File: config.mk
export PLATFORM = sky130hd
export DESIGN_NAME = cmd_xact_seq
export DESIGN_NICKNAME = d
export VERILOG_FILES = /design/src/rtl/cmd_xact_pkg.sv /design/src/rtl/cmd_xact_timer.sv /design/src/rtl/cmd_xact_retry.sv /design/src/rtl/cmd_xact_rxblk.sv /design/src/rtl/cmd_xact_seq.sv
export SDC_FILE = /design/constraint.sdc
export NUM_CORES = 1
export LEC_CHECK = 0
export BUFFER_PORTS_ARGS = -buffer_cell sky130_fd_sc_hd__buf_2
export CELL_PAD_IN_SITES_DETAIL_PLACEMENT = 1
export CELL_PAD_IN_SITES_GLOBAL_PLACEMENT = 2
export CORE_ASPECT_RATIO = 1.2
export CORE_MARGIN = 5
export CORE_UTILIZATION = 37
export CTS_CLUSTER_SIZE = 25
export DETAILED_ROUTE_END_ITERATION = 16
export GPL_TIMING_DRIVEN = 0
export PLACE_DENSITY_LB_ADDON = 0.1
export RECOVER_POWER = 25
export REMOVE_ABC_BUFFERS = 1
export SYNTH_ARGS = -nofsm -noshare
export SYNTH_HDL_FRONTEND = slang
export SYNTH_SLANG_ARGS = --single-unit
File: constraint.sdc
create_clock -name clk -period 4.2 [get_ports clk]
set_clock_uncertainty 0.05 [all_clocks]
set_input_delay 0 -clock clk [delete_from_list [all_inputs] [get_ports clk]]
set_output_delay 0 -clock clk [all_outputs]
set_load 0.005 [all_outputs]
File: src/rtl/cmd_xact_pkg.sv
`timescale 1ns/1ps
package cmd_xact_pkg;

   typedef enum logic [1:0] {
      TOK_WAKE  = 2'd0,
      TOK_XMIT  = 2'd1,
      TOK_CMD   = 2'd2,
      TOK_SLEEP = 2'd3
   } tok_e;

   typedef enum logic [2:0] {
      XS_OK      = 3'd0,
      XS_SYNC    = 3'd1,
      XS_TIMEOUT = 3'd2,
      XS_CMDERR  = 3'd3,
      XS_CRC     = 3'd4
   } xstat_e;

   typedef enum logic [3:0] {
      S_IDLE, S_WAKE, S_XSYNC, S_WSYNC, S_CMDF, S_SEND, S_WPARSE,
      S_XPROBE, S_WPROBE, S_WEXEC, S_XRSP, S_RRSP, S_SLEEP, S_DONE
   } xstate_e;

   localparam logic [7:0] SYNC_BYTE = 8'h11;

endpackage

File: src/rtl/cmd_xact_timer.sv
`timescale 1ns/1ps
module cmd_xact_timer #(
   parameter int W = 8
) (
   input  logic         clk,
   input  logic         rst_n,
   input  logic         load,
   input  logic [W-1:0] val,
   output logic         zero
);
   logic [W-1:0] cnt;

   always_ff @(posedge clk or negedge rst_n) begin
      if (!rst_n)          cnt <= '0;
      else if (load)       cnt <= val;
      else if (cnt != '0)  cnt <= cnt - W'(1);
   end

   assign zero = (cnt == '0);

   // an expired timer stays expired until reloaded
   a_r5_zero_holds: assert property (@(posedge clk) disable iff (!rst_n)
      zero && !load |=> zero);
   // a load of a non-zero count is never seen as already expired
   a_r7_load_arms: assert property (@(posedge clk) disable iff (!rst_n)
      load && (val != '0) |=> !zero);
endmodule

File: src/rtl/cmd_xact_retry.sv
`timescale 1ns/1ps
module cmd_xact_retry #(
   parameter int MAX = 2
) (
   input  logic clk,
   input  logic rst_n,
   input  logic clr,
   input  logic inc,
   output logic room
);
   generate
      if (MAX == 0) begin : g_none
         logic unused_in;
         assign unused_in = &{1'b0, clk, rst_n, clr, inc};
         assign room = 1'b0;
      end else begin : g_cnt
         localparam int W = $clog2(MAX + 1);
         logic [W-1:0] cnt;
         always_ff @(posedge clk or negedge rst_n) begin
            if (!rst_n)    cnt <= '0;
            else if (clr)  cnt <= '0;
            else if (inc)  cnt <= cnt + W'(1);
         end
         assign room = (cnt < W'(MAX));
         // the sequencer never asks for a re-read beyond the cap
         a_r9_cap: assert property (@(posedge clk) disable iff (!rst_n)
            inc |-> room);
      end
   endgenerate
endmodule

File: src/rtl/cmd_xact_rxblk.sv
`timescale 1ns/1ps
module cmd_xact_rxblk (
   input  logic       clk,
   input  logic       rst_n,
   input  logic       clr,
   input  logic       take,
   input  logic [7:0] data,
   output logic       last
);
   logic       first_q;
   logic [7:0] rem_q;

   assign last = first_q ? (data <= 8'd1) : (rem_q == 8'd1);

   always_ff @(posedge clk or negedge rst_n) begin
      if (!rst_n) begin
         first_q <= 1'b1;
         rem_q   <= '0;
      end else if (clr) begin
         first_q <= 1'b1;
      end else if (take) begin
         if (first_q) begin
            first_q <= 1'b0;
            rem_q   <= data - 8'd1;
         end else begin
            rem_q   <= rem_q - 8'd1;
         end
      end
   end

   // no byte is taken after the block length has been used up
   a_r8_no_underflow: assert property (@(posedge clk) disable iff (!rst_n)
      take && !first_q |-> rem_q != 8'd0);
endmodule

File: src/rtl/cmd_xact_seq.sv
`timescale 1ns/1ps
module cmd_xact_seq
   import cmd_xact_pkg::*;
#(
   parameter int LEN_W      = 6,
   parameter int DLY_W      = 12,
   parameter int RX_TIMEOUT = 24,
   parameter int MAX_RETRY  = 2
) (
   input  logic             clk,
   input  logic             rst_n,
   input  logic             start,
   input  logic [LEN_W-1:0] cmd_len,
   input  logic             short_cmd,
   input  logic [DLY_W-1:0] parse_dly,
   input  logic [DLY_W-1:0] exec_dly,
   output logic             busy,
   output logic             done,
   output logic [2:0]       status,
   output logic [7:0]       err_code,
   output logic             tok_req,
   output logic [1:0]       tok_kind,
   input  logic             tok_ack,
   output logic             tx_valid,
   output logic [LEN_W-1:0] tx_idx,
   input  logic             tx_ready,
   input  logic             rx_valid,
   input  logic [7:0]       rx_data,
   input  logic             crc_ok
);
   localparam int SUM_W = DLY_W + 1;
   localparam int TO_W  = $clog2(RX_TIMEOUT + 1);

   generate
      if (LEN_W < 3)      begin : g_bad_len  $error("LEN_W too small");      end
      if (DLY_W < 1)      begin : g_bad_dly  $error("DLY_W must be >= 1");   end
      if (RX_TIMEOUT < 1) begin : g_bad_to   $error("RX_TIMEOUT must be >= 1"); end
      if (MAX_RETRY > 15) begin : g_bad_rty  $error("MAX_RETRY too large"); end
   endgenerate

   xstate_e          st, st_nx;
   logic [LEN_W-1:0] len_q, idx_q;
   logic             short_q;
   logic [DLY_W-1:0] pdly_q, edly_q;
   xstat_e           stat_q, stat_nx;
   logic [7:0]       errb_q;
   tok_e             tk;

   logic             launch, tok_go, tx_fire;
   logic             dly_load, dly_zero, to_load, to_zero;
   logic [SUM_W-1:0] dly_val;
   logic             rx_clr, rx_take, rx_last;
   logic             rty_inc, rty_room, set_stat, cap_errb;

   // ---------------- outputs decoded from state ----------------
   always_comb begin
      unique case (st)
         S_WAKE:  tk = TOK_WAKE;
         S_CMDF:  tk = TOK_CMD;
         S_SLEEP: tk = TOK_SLEEP;
         default: tk = TOK_XMIT;
      endcase
   end

   assign tok_req  = (st == S_WAKE) || (st == S_XSYNC) || (st == S_CMDF) ||
                     (st == S_XPROBE) || (st == S_XRSP) || (st == S_SLEEP);
   assign tok_kind = tk;
   assign tok_go   = tok_req && tok_ack;
   assign tx_valid = (st == S_SEND);
   assign tx_idx   = idx_q;
   assign tx_fire  = tx_valid && tx_ready;
   assign busy     = (st != S_IDLE);
   assign done     = (st == S_DONE);
   assign status   = stat_q;
   assign err_code = errb_q;
   assign launch   = (st == S_IDLE) && start;
   assign rx_take  = (st == S_RRSP) && rx_valid;

   // ---------------- next-state logic ----------------
   always_comb begin
      st_nx    = st;
      dly_load = 1'b0;
      dly_val  = '0;
      to_load  = 1'b0;
      rx_clr   = 1'b0;
      rty_inc  = 1'b0;
      set_stat = 1'b0;
      stat_nx  = XS_OK;
      cap_errb = 1'b0;
      unique case (st)
         S_IDLE:   if (start) st_nx = S_WAKE;
         S_WAKE:   if (tok_go) st_nx = S_XSYNC;
         S_XSYNC:  if (tok_go) begin st_nx = S_WSYNC; to_load = 1'b1; end
         S_WSYNC: begin
            if (rx_valid) begin
               if (rx_data == SYNC_BYTE) st_nx = S_CMDF;
               else begin
                  st_nx = S_SLEEP; set_stat = 1'b1; stat_nx = XS_SYNC;
               end
            end else if (to_zero) begin
               st_nx = S_SLEEP; set_stat = 1'b1; stat_nx = XS_TIMEOUT;
            end
         end
         S_CMDF:   if (tok_go) st_nx = S_SEND;
         S_SEND: begin
            if (tx_fire && (idx_q == len_q - LEN_W'(1))) begin
               dly_load = 1'b1;
               if (short_q) begin
                  st_nx   = S_WEXEC;
                  dly_val = {1'b0, pdly_q} + {1'b0, edly_q};
               end else begin
                  st_nx   = S_WPARSE;
                  dly_val = {1'b0, pdly_q};
               end
            end
         end
         S_WPARSE: if (dly_zero) st_nx = S_XPROBE;
         S_XPROBE: if (tok_go) begin st_nx = S_WPROBE; to_load = 1'b1; end
         S_WPROBE: begin
            // a byte present in the final window cycle wins over expiry
            if (rx_valid) begin
               st_nx = S_SLEEP; set_stat = 1'b1; stat_nx = XS_CMDERR;
               cap_errb = 1'b1;
            end else if (to_zero) begin
               st_nx = S_WEXEC; dly_load = 1'b1; dly_val = {1'b0, edly_q};
            end
         end
         S_WEXEC:  if (dly_zero) st_nx = S_XRSP;
         S_XRSP:   if (tok_go) begin st_nx = S_RRSP; to_load = 1'b1; rx_clr = 1'b1; end
         S_RRSP: begin
            if (rx_valid) begin
               to_load = 1'b1;
               if (rx_last) begin
                  if (crc_ok) begin
                     st_nx = S_SLEEP; set_stat = 1'b1; stat_nx = XS_OK;
                  end else if (rty_room) begin
                     st_nx = S_XRSP; rty_inc = 1'b1;
                  end else begin
                     st_nx = S_SLEEP; set_stat = 1'b1; stat_nx = XS_CRC;
                  end
               end
            end else if (to_zero) begin
               st_nx = S_SLEEP; set_stat = 1'b1; stat_nx = XS_TIMEOUT;
            end
         end
         S_SLEEP:  if (tok_go) st_nx = S_DONE;
         S_DONE:   st_nx = S_IDLE;
         default:  st_nx = S_IDLE;
      endcase
   end

   // ---------------- state and context registers ----------------
   always_ff @(posedge clk or negedge rst_n) begin
      if (!rst_n) begin
         st      <= S_IDLE;
         len_q   <= '0;
         idx_q   <= '0;
         short_q <= 1'b0;
         pdly_q  <= '0;
         edly_q  <= '0;
         stat_q  <= XS_OK;
         errb_q  <= '0;
      end else begin
         st <= st_nx;
         if (launch) begin
            len_q   <= cmd_len;
            short_q <= short_cmd;
            pdly_q  <= parse_dly;
            edly_q  <= exec_dly;
            idx_q   <= '0;
            stat_q  <= XS_OK;
            errb_q  <= '0;
         end else begin
            if (tx_fire)  idx_q  <= idx_q + LEN_W'(1);
            if (set_stat) stat_q <= stat_nx;
            if (cap_errb) errb_q <= rx_data;
         end
      end
   end

   // ---------------- helpers ----------------
   cmd_xact_timer #(.W(SUM_W)) u_dly (
      .clk(clk), .rst_n(rst_n), .load(dly_load), .val(dly_val), .zero(dly_zero));

   cmd_xact_timer #(.W(TO_W)) u_to (
      .clk(clk), .rst_n(rst_n), .load(to_load), .val(TO_W'(RX_TIMEOUT)), .zero(to_zero));

   cmd_xact_retry #(.MAX(MAX_RETRY)) u_rty (
      .clk(clk), .rst_n(rst_n), .clr(launch), .inc(rty_inc), .room(rty_room));

   cmd_xact_rxblk u_blk (
      .clk(clk), .rst_n(rst_n), .clr(rx_clr), .take(rx_take), .data(rx_data), .last(rx_last));

   // ---------------- assertions ----------------
   a_r2_req_hold: assert property (@(posedge clk) disable iff (!rst_n)
      tok_req && !tok_ack |=> tok_req && $stable(tok_kind));
   a_r4_one_channel: assert property (@(posedge clk) disable iff (!rst_n)
      $onehot0({tok_req, tx_valid}));
   a_r11_done_after_sleep: assert property (@(posedge clk) disable iff (!rst_n)
      done |-> $past(tok_req && tok_ack && (tok_kind == 2'd3)));
   a_r11_done_pulse: assert property (@(posedge clk) disable iff (!rst_n)
      done |=> !done);
   a_r7_short_no_probe: assert property (@(posedge clk) disable iff (!rst_n)
      (st == S_XPROBE) |-> !short_q);
   a_r6_probe_code: assert property (@(posedge clk) disable iff (!rst_n)
      (st == S_WPROBE) && rx_valid |=> (err_code == $past(rx_data)) && (status == 3'd3));
endmodule

==> results of run 1 <==
-- cell type report --
class                           count  area [um^2]
Fill cell                        1668         7340
Multi-Input combinational cell    489         2930
Sequential cell                    81         2030
Timing Repair Buffer              113          795
Clock buffer                       11          243
Tap cell                          171          214
Clock inverter                      5         78.8
Inverter                           19         71.3
-- synth_stat cells (13+ instances only) --
| master | number | area (um^2) |
|---|---|---|
| inv_1 | 19 | 71.3 |
| a21oi_1 | 26 | 130 |
| nand3_1 | 13 | 65.1 |
| xnor2_1 | 20 | 175 |
| dfrtp_1 | 80 | 2000 |
| ha_1 | 21 | 263 |
| o21ai_0 | 34 | 170 |
| clkbuf_1 | 20 | 75.1 |
| nand2_1 | 159 | 597 |
| xor2_1 | 14 | 123 |
| nor2_1 | 37 | 139 |
| nand4_1 | 13 | 81.3 |
-- power breakdown --
part	leakage [nW]	total (W)	switching [W]	internal [W]
Clock	0.159	0.000868	0.000332	0.000537
Combinational	1.84	0.00195	0.00103	0.000922
Sequential	1.02	0.00156	0.000459	0.00110
Total	3.02	0.00438	0.00182	0.00256
-- per-stage QoR --
stage          cell area, um^2  power, W  cells
2_1_floorplan             5020   0.00288    589
3_3_place_gp              5570   0.00340    828
3_5_place_dp              5630   0.00351    830
4_1_cts                   6380   0.00444    889
5_1_grt                   6360   0.00477    889
6_report                  6360   0.00438    889
-- final timing paths --
check | slack (ns) | endpoint | startpoint | cells after the start
worst max register to register | 1.32 | st[3] | st[2] | 6
worst max-delay path | 1.32 | st[3] | st[2] | 6
max in group asynchronous | 1.52 | len_q[3] | rst_n | 3
worst min register to register | 0.45 | status[1] | status[1] | 1
worst min-delay path | 0.04 | status[0] | rx_valid | 2
min in group asynchronous | 0.36 | edly_q[1] | rst_n | 2
-- logic make-up after synthesis --
group	count (synthesis)
adder cells (fa/ha/maj)	22
flip-flops	81
AND/OR/NAND/NOR	285
AO/OA/AOI/OAI	134
XOR/XNOR	34
multiplexers	14
buffers and inverters	50
-- worst max-delay path, delay by kind of cell, from the launching register on --
family	cells	cell delay, ns
and+or+nand+nor	3	0.84
muxes	1	0.30
DFF	1	0.78
AOI/OAI and AO/OA	2	0.78
-- routing by layer --
| metal | track usage, % | routed length, um | up-vias | share of wire [%] |
|---|---|---|---|---|
| met4 | 7.13 | 347 | 0 | 2.2 |
| met5 | 0 | 0 | - | 0 |
| met2 | 37.2 | 8640 | 62 | 55 |
| met3 | 2.24 | 327 | 21 | 2.1 |
| li1 | - | - | 2358 | - |
| met1 | 22.1 | 6400 | 2395 | 41 |
-- repair_timing --
item                                   4_1_cts  5_1_grt
endpoints found under the hold margin      125        0
hold buffers                                43        0
resized for setup                            0        0
-- flip-flops by register name, indices dropped and copies added (netlist names) --
signal,cells
edly_q,12
st,4
u_to.cnt,5
tx_idx,6
len_q,6
short_q,1
u_blk.first_q,1
u_rty.g_cnt.cnt,2
status,3
err_code,8
pdly_q,12
u_dly.cnt,13
u_blk.rem_q,8
-- placed cells by master (no fill, tap or decap), drive strengths merged, types with 4 or more instances in the layout --
cell type,netlist,layout
dlygate4sd3,0,43
nand2,159,159
inv,19,19
clkbuf,20,13
a21oi,26,26
xor2,14,14
nand2b,7,7
o31ai,4,4
and3,4,4
o211ai,12,12
nor4,4,4
nand3,13,13
nand4,14,14
a21o,9,9
o21ai,36,36
or3,5,5
buf,11,68
nor2,37,37
nor3,12,12
dfrtp,80,80
nor2b,10,10
a211o,4,4
ha,21,21
a211oi,4,4
a32oi,4,4
xnor2,20,20
nor3b,6,6
a31oi,7,7
mux2i,12,12
==> summary.txt, run 1 <==
status: finished with violations
failing checks: capacitance limit, slew limit
final weighted congestion in routability-driven placement: 0.811
Startpoint Class: flip-flop
Area growth, synth to finish: 23.6%
Total Nets Final: 781
Synth Area in Simple Gates: 25.5%
Worst-path clk slew: 0.07 ns
largest net degree at the start of global routing: 64
max-cap viol count: 1
RSZ-0062 raised after global routing: no
row count: 47
Post-DP HPWL: 11,000 um
layout cells sized above 1: 13.4%
Iteration-0 DRC Markers: 177
biggest cell delay along the critical path: 0.78 ns
Routed WL: 15,700 um
die height: 139 um
vias in the first global route: 5,309
overall routing resource usage: 19.5%
wire per inst: 17.7 um
htree depth: 3
Hold WC Path Type: primary input to flip-flop
CTS Buf Count: 9
Yosys Warn Count: 0
largest family of logic cells by synthesized area: simple AND/OR/NAND/NOR gates
#FFs+latches synth: 81
maximum vdd drop: 0.261 mV
GR Overflow Total: 0
Syn Area/Cell: 8.30 um^2
period utilisation layout: 68.6%
setup TNS: 0 ns
top_reg_cell synth: dfrtp_1
multiplexer share of the synthesized area: 2.77%
Power Dens Cells: 689 nW/um^2
maximum root-to-sink buffer count: 2
leakage power: 3.02 nW
Final Worst Setup Slack: 1.32 ns
Die X-Extent: 118 um
Core Box Area: 13,700 um^2
DRT Pass-1 Iters: 4
complex-gate fraction of the synthesized area: 17.2%
via count: 4,836
Netlist cell types: 64
Final Hold Vio Count: 0
xor/xnor share of the synthesized area: 5.79%
I/O pin count: 69
clock sinks: 81
Max Freq: 347 MHz
Vias/cell: 5.44
crit path DAT: 3.06 ns
Min Hold Slack: 0.0411 ns
worst-margin pin slew: 1.67 ns
Req. time, crit path: 4.38 ns
Die ar.: 16,400 um^2
adder-cell area share of the yosys netlist: 5.49%
worst skew pair latency: 0.35 ns
crit-path cells: and4bb_2 > and2_1 > nand4_1 > a211oi_1 > o31ai_1 > mux2_2
CTS Root Cell: clkbuf_16
endpoints failing setup: 0
global-route wire length before repair: 26,300 um
fraction of registers with async set/reset: 100%
Post-synth EDFFs: 0
setup bufs post-CTS: 0
CP max-delay cell: dfrtp_1
crit path time final: 2.88 ns
Final Core Density: 46.4%
DRT antenna net count: 0
critical path class: flip-flop to flip-flop
Antenna Cells: 0
DR DRC count: 0
Cells after Synth: 620
Initial Utilization: 37.6%
Post-Synthesis Cell Area: 5150 um^2
TritonCTS clock tree: built
Worst Setup End Kind: flip-flop
Max FO, Critical Path: 21
DP Worst Slack: 1.28 ns
Worst slew margin: -11.2%
fin. max-slew vios: 64
initial antenna violation count: 0
register area share after synthesis: 39.4%
PortBufs: 68
Note: power is estimated with default switching activity, not from simulation.
==> run 2: changes to the inputs <==
--- a/config.mk
+++ b/config.mk
@@ -10,7 +10,7 @@
 export CELL_PAD_IN_SITES_GLOBAL_PLACEMENT = 2
 export CORE_ASPECT_RATIO = 1.2
 export CORE_MARGIN = 5
-export CORE_UTILIZATION = 37
+export CORE_UTILIZATION = 35
 export CTS_CLUSTER_SIZE = 25
 export DETAILED_ROUTE_END_ITERATION = 16
 export GPL_TIMING_DRIVEN = 0
==> constraint.sdc (replaced) <==
create_clock -name clk -period 2.71 [get_ports clk]
set_clock_uncertainty 0.05 [all_clocks]
set_input_delay 0 -clock clk [delete_from_list [all_inputs] [get_ports clk]]
set_output_delay 0 -clock clk [all_outputs]
set_load 0.005 [all_outputs]
==> summary.txt, run 2 (synthesized netlist as in run 1, its figures left out) <==
Core Box Area: 14,400 um^2
crit-path cells: inv_1 > ha_1 > xnor2_1 > a2111oi_0 > nand4_1 > a211o_2 > o31a_1
Initial Utilization: 35.7%
htree depth: 3
critical path class: flip-flop to flip-flop
final weighted congestion in routability-driven placement: 0.811
wire per inst: 17.2 um
Total Nets Final: 781
Max Freq: 393 MHz
CP top delay family: compound AO/OA/AOI/OAI gates
Reg with most FFs: u_dly.cnt
Worst Setup End Kind: flip-flop
leakage power: 3.00 nW
worst-margin pin slew: 1.99 ns
biggest cell delay along the critical path: 0.52 ns
Routed WL: 15,400 um
overall routing resource usage: 18.6%
row count: 48
Largest register FFs: 13
DR DRC count: 0
biggest regs: u_dly.cnt: 13 flops, edly_q: 12 flops, pdly_q: 12 flops
clock sinks: 81
FF+latch area: 2030 um^2
Multi-input gate area: 2960 um^2
Worst slew margin: -32.6%
GR Overflow Total: 0
via count: 4,833
area of placed instances: 5650 um^2
fin. max-slew vios: 32
crit path DAT: 2.72 ns
Antenna Cells: 0
Startpoint Class: flip-flop
initial antenna violation count: 0
vias in the first global route: 5,265
Final Core Density: 44.3%
TritonCTS clock tree: built
RSZ-0062 raised after global routing: no
most frequent cells in the layout: nand2_1 (159), dfrtp_1 (76), buf_2 (63), dlygate4sd3_1 (43), nor2_1 (36)
period utilisation layout: 94.0%
I/O pin count: 69
worst skew pair latency: 0.34 ns
DRT antenna net count: 0
CTS Buf Count: 9
status: finished with violations
endpoints failing setup: 0
maximum vdd drop: 0.349 mV
failing checks: capacitance limit, slew limit
largest net degree at the start of global routing: 51
crit path time final: 2.55 ns
Hold WC Path Type: primary input to flip-flop
Area growth, synth to finish: 24.0%
DRT Pass-1 Iters: 4
Worst-path clk slew: 0.06 ns
Final Hold Vio Count: 0
design area: 6380 um^2
Die X-Extent: 121 um
CTS Root Cell: clkbuf_16
global-route wire length before repair: 26,000 um
PortBufs: 68
Vias/cell: 5.41
Max FO, Critical Path: 26
setup TNS: 0 ns
layout cells sized above 1: 13.9%
Post-DP HPWL: 11,000 um
die height: 143 um
maximum root-to-sink buffer count: 2
commonest non-fill, non-tap cell in the layout: nand2_1
max-cap viol count: 1
Power Dens Cells: 1040 nW/um^2
CP max-delay cell: a211o_2
Buf/Inv on CP: 1
Fillers: 1,734
Die ar.: 17,200 um^2
Req. time, crit path: 2.89 ns
Iteration-0 DRC Markers: 207
## run 2: layer usage
| metal | share of wire [%] | global-route usage [%] |
|---|---|---|
| met1 | 43 | 22.2 |
| met2 | 53 | 34.2 |
| met3 | 2.3 | 3.09 |
| met4 | 1.6 | 5.79 |
| met5 | 0 | 0 |
## run 2: repair_timing
action	4_1_cts	5_1_grt
gates resized for setup	5	7
setup endpoints to repair	18	20
hold buffers	43	0
buffers inserted	0	0
hold endpoints to repair	91	0
## run 2: power by group
group | switching, W | total [W] | internal [W]
combinational | 0.00159 | 0.00303 | 0.00144
sequential | 0.000729 | 0.00244 | 0.00172
clock | 0.000500 | 0.00117 | 0.000672
total | 0.00282 | 0.00665 | 0.00383
## run 2: through the flow
step	hold slack (ns)	setup slack (ns)	std cells	total power (W)
4_1_cts	0.0615	0.0378	893	0.00671
5_1_grt	0.0775	0.0289	893	0.00725
3_5_place_dp	-0.0563	-0.211	834	0.00543
3_3_place_gp	0.140	-0.596	832	0.00528
2_1_floorplan	-0.346	0.271	589	0.00447
6_report	0.0884	0.163	893	0.00665
## run 2: area by class of cell
type | count | area share, %
Timing Repair Buffer | 113 | 12.8
Sequential cell | 81 | 31.9
Clock buffer | 14 | 4.14
Inverter | 19 | 1.12
Multi-Input combinational cell | 489 | 46.4
Clock inverter | 2 | 0.196
Tap cell | 175 | 3.43
## run 2: worst paths after layout
kind,startpoint,to,slack [ns],depth (start not counted)
max,len_q[0],u_dly.cnt[11],0.16,7
min,rx_valid,status[0],0.09,2
max reg2reg,len_q[0],u_dly.cnt[11],0.16,7
min reg2reg,len_q[5],len_q[5],0.45,2
max in group asynchronous,rst_n,len_q[4],0.75,2
min in group asynchronous,rst_n,pdly_q[0],0.71,2
==> run 3: changes to the inputs <==
--- a/config.mk
+++ b/config.mk
@@ -15,8 +15,8 @@
 export DETAILED_ROUTE_END_ITERATION = 16
 export GPL_TIMING_DRIVEN = 0
 export PLACE_DENSITY_LB_ADDON = 0.1
-export RECOVER_POWER = 25
 export REMOVE_ABC_BUFFERS = 1
 export SYNTH_ARGS = -nofsm -noshare
 export SYNTH_HDL_FRONTEND = slang
+export SYNTH_HIERARCHICAL = 1
 export SYNTH_SLANG_ARGS = --single-unit
==> summary.txt, run 3 <==
Antenna Cells: 0
DRT antenna net count: 0
Fillers: 1,802
Area contributors post-synth: dfrtp_1 (37%), nand2_1 (9.9%), ha_1 (4.9%)
initial antenna violation count: 0
Post-DP HPWL: 10,700 um
Post-Synthesis Cell Area: 5410 um^2
Syn Area/Cell: 8.47 um^2
I/O pin count: 69
top-count cell post-synth: nand2_1
Hold WC Path Type: primary input to async pin
Die X-Extent: 123 um
worst-margin pin slew: 0.880 ns
worst skew pair latency: 0.34 ns
htree depth: 3
endpoints failing setup: 0
Netlist cell types: 79
Synth top area share: 37.0%
Iteration-0 DRC Markers: 186
maximum root-to-sink buffer count: 2
largest family of logic cells by synthesized area: simple AND/OR/NAND/NOR gates
Initial Utilization: 35.8%
largest net degree at the start of global routing: 63
wire per inst: 16.3 um
complex-gate fraction of the synthesized area: 17.3%
maximum vdd drop: 0.375 mV
RSZ-0062 raised after global routing: yes
Worst-path clk slew: 0.06 ns
#FFs+latches synth: 81
Max Freq: 385 MHz
Post-synth top cells: nand2_1 (142), dfrtp_1 (80), nor2_1 (46)
R2R Setup Slk: 0.11 ns
CTS Root Cell: clkbuf_16
leakage power: 3.07 nW
Startpoint Class: flip-flop
fraction of registers with async set/reset: 100%
top_reg_cell synth: dfrtp_1
GR Overflow Total: 0
period utilisation layout: 95.9%
Req. time, crit path: 2.92 ns
Final Hold Vio Count: 0
biggest regs: u_dly/cnt: 13 flops, edly_q: 12 flops, pdly_q: 12 flops
die height: 146 um
layout cells sized above 1: 18.1%
fin. max-slew vios: 0
clock sinks: 81
Core Box Area: 15,100 um^2
TritonCTS clock tree: built
commonest non-fill, non-tap cell in the layout: nand2_1
Cells after Synth: 638
CTS Buf Count: 9
Min Hold Slack: 0.0527 ns
Yosys top cell by area: dfrtp_1
Routed WL: 15,500 um
Reg with most FFs: u_dly/cnt
crit path DAT: 2.81 ns
FF-to-FF End: u_dly/cnt[8]
max-cap viol count: 0
register area share after synthesis: 37.5%
Vias/cell: 5.15
most frequent cells in the layout: nand2_1 (140), dfrtp_1 (77), buf_2 (67), nor2_1 (44), dlygate4sd3_1 (41)
via count: 4,891
multiplexer share of the synthesized area: 2.27%
Post-synth EDFFs: 0
DR DRC count: 0
final weighted congestion in routability-driven placement: 0.798
Synth Area in Simple Gates: 26.2%
Total Nets Final: 808
Largest register FFs: 13
vias in the first global route: 5,237
Yosys Warn Count: 6
row count: 49
Max FO, Critical Path: 3
critical path class: flip-flop to flip-flop
crit path time final: 2.60 ns
status: finished clean
origin of the critical flop-to-flop path: pdly_q[0]
overall routing resource usage: 17.5%
Power Total: 0.00708 W
global-route wire length before repair: 25,900 um
Area growth, synth to finish: 25.6%
Die ar.: 18,000 um^2
Reg2Reg Depth: 10
setup TNS: 0 ns
Worst slew margin: 41.3%
Power Dens Cells: 1040 nW/um^2
Worst Setup End Kind: flip-flop
adder-cell area share of the yosys netlist: 5.23%
DRT Pass-1 Iters: 4
xor/xnor share of the synthesized area: 6.99%
PortBufs: 68
## run 3: where the power goes
group / switching, W / internal [W] / total, W / leakage, nW
Sequential: 0.000745 / 0.00171 / 0.00246 / 1.02
Combinational: 0.00178 / 0.00161 / 0.00338 / 1.91
Clock: 0.000499 / 0.000736 / 0.00124 / 0.142
## run 3: layout make-up
cell class	instances	area, um^2	share of cell area, %
Sequential cell	81	2030	30.0
Clock inverter	5	55.1	0.811
Multi-Input combinational cell	503	3250	47.8
Inverter	26	103	1.51
Clock buffer	11	243	3.57
Timing Repair Buffer	119	852	12.5
Tap cell	204	255	3.76
## run 3: worst max-delay path by stage
stage / startpoint / endpoint / slack (ns) / cells after the start
finish: pdly_q[0] / u_dly/cnt[8] / 0.11 / 10
global route: len_q[0] / u_dly/cnt[12] / -0.02 / 11
CTS: pdly_q[4] / u_dly/cnt[12] / 0.01 / 10
detailed placement: st[2] / err_code[4] / -2.02 / 5
global placement: st[2] / err_code[6] / -1.91 / 5
floorplan: st[0] / err_code[0] / -0.29 / 5
## run 3: metrics by stage
| step | setup slack (ns) | utilization, % | instance area [um^2] | std cells |
|---|---|---|---|---|
| 2_1_floorplan | -0.289 | - | 5280 | 610 |
| 6_report | 0.111 | 45.0 | 6790 | 949 |
| 3_5_place_dp | -2.02 | 39.2 | 5910 | 884 |
| 3_3_place_gp | -1.91 | 38.9 | 5870 | 882 |
| 4_1_cts | 0.0144 | 44.5 | 6710 | 945 |
| 5_1_grt | -0.0179 | 45.0 | 6790 | 949 |
## run 3: per-layer routing
metal	part of all wire, %	vias up	track usage [%]
met5	0	-	0
met2	52	63	31.5
li1	-	2414	-
met1	44	2400	21.5
met4	1.4	0	5.43
met3	2.6	14	2.05
## run 3: kinds of logic after synthesis
kind of cell               count (synthesis)
and+or+nand+nor                          285
AOI/OAI and AO/OA                        138
DFF                                       81
buffers and inverters                     57
xor gates and xnor gates                  41
adders and majority gates                 22
muxes                                     12
other                                      2
## run 3: what timing repair did
item                       CTS  global route
setup buffers                4             4
setup endpoints to repair   65            23
gates resized for setup     19            11
pin swaps                    4             3
hold buffers                41             0
hold endpoints to repair   120             0
## run 3: critical path, stage by stage (launching register included)
cell,delay [ns]
dfrtp_1,0.40
ha_1,0.27
fa_2,0.39
a21oi_2,0.19
nor2_1,0.10
nor4_1,0.48
or3b_2,0.22
a31oi_1,0.07
o21ai_0,0.19
nand2_1,0.07
o21ai_0,0.08
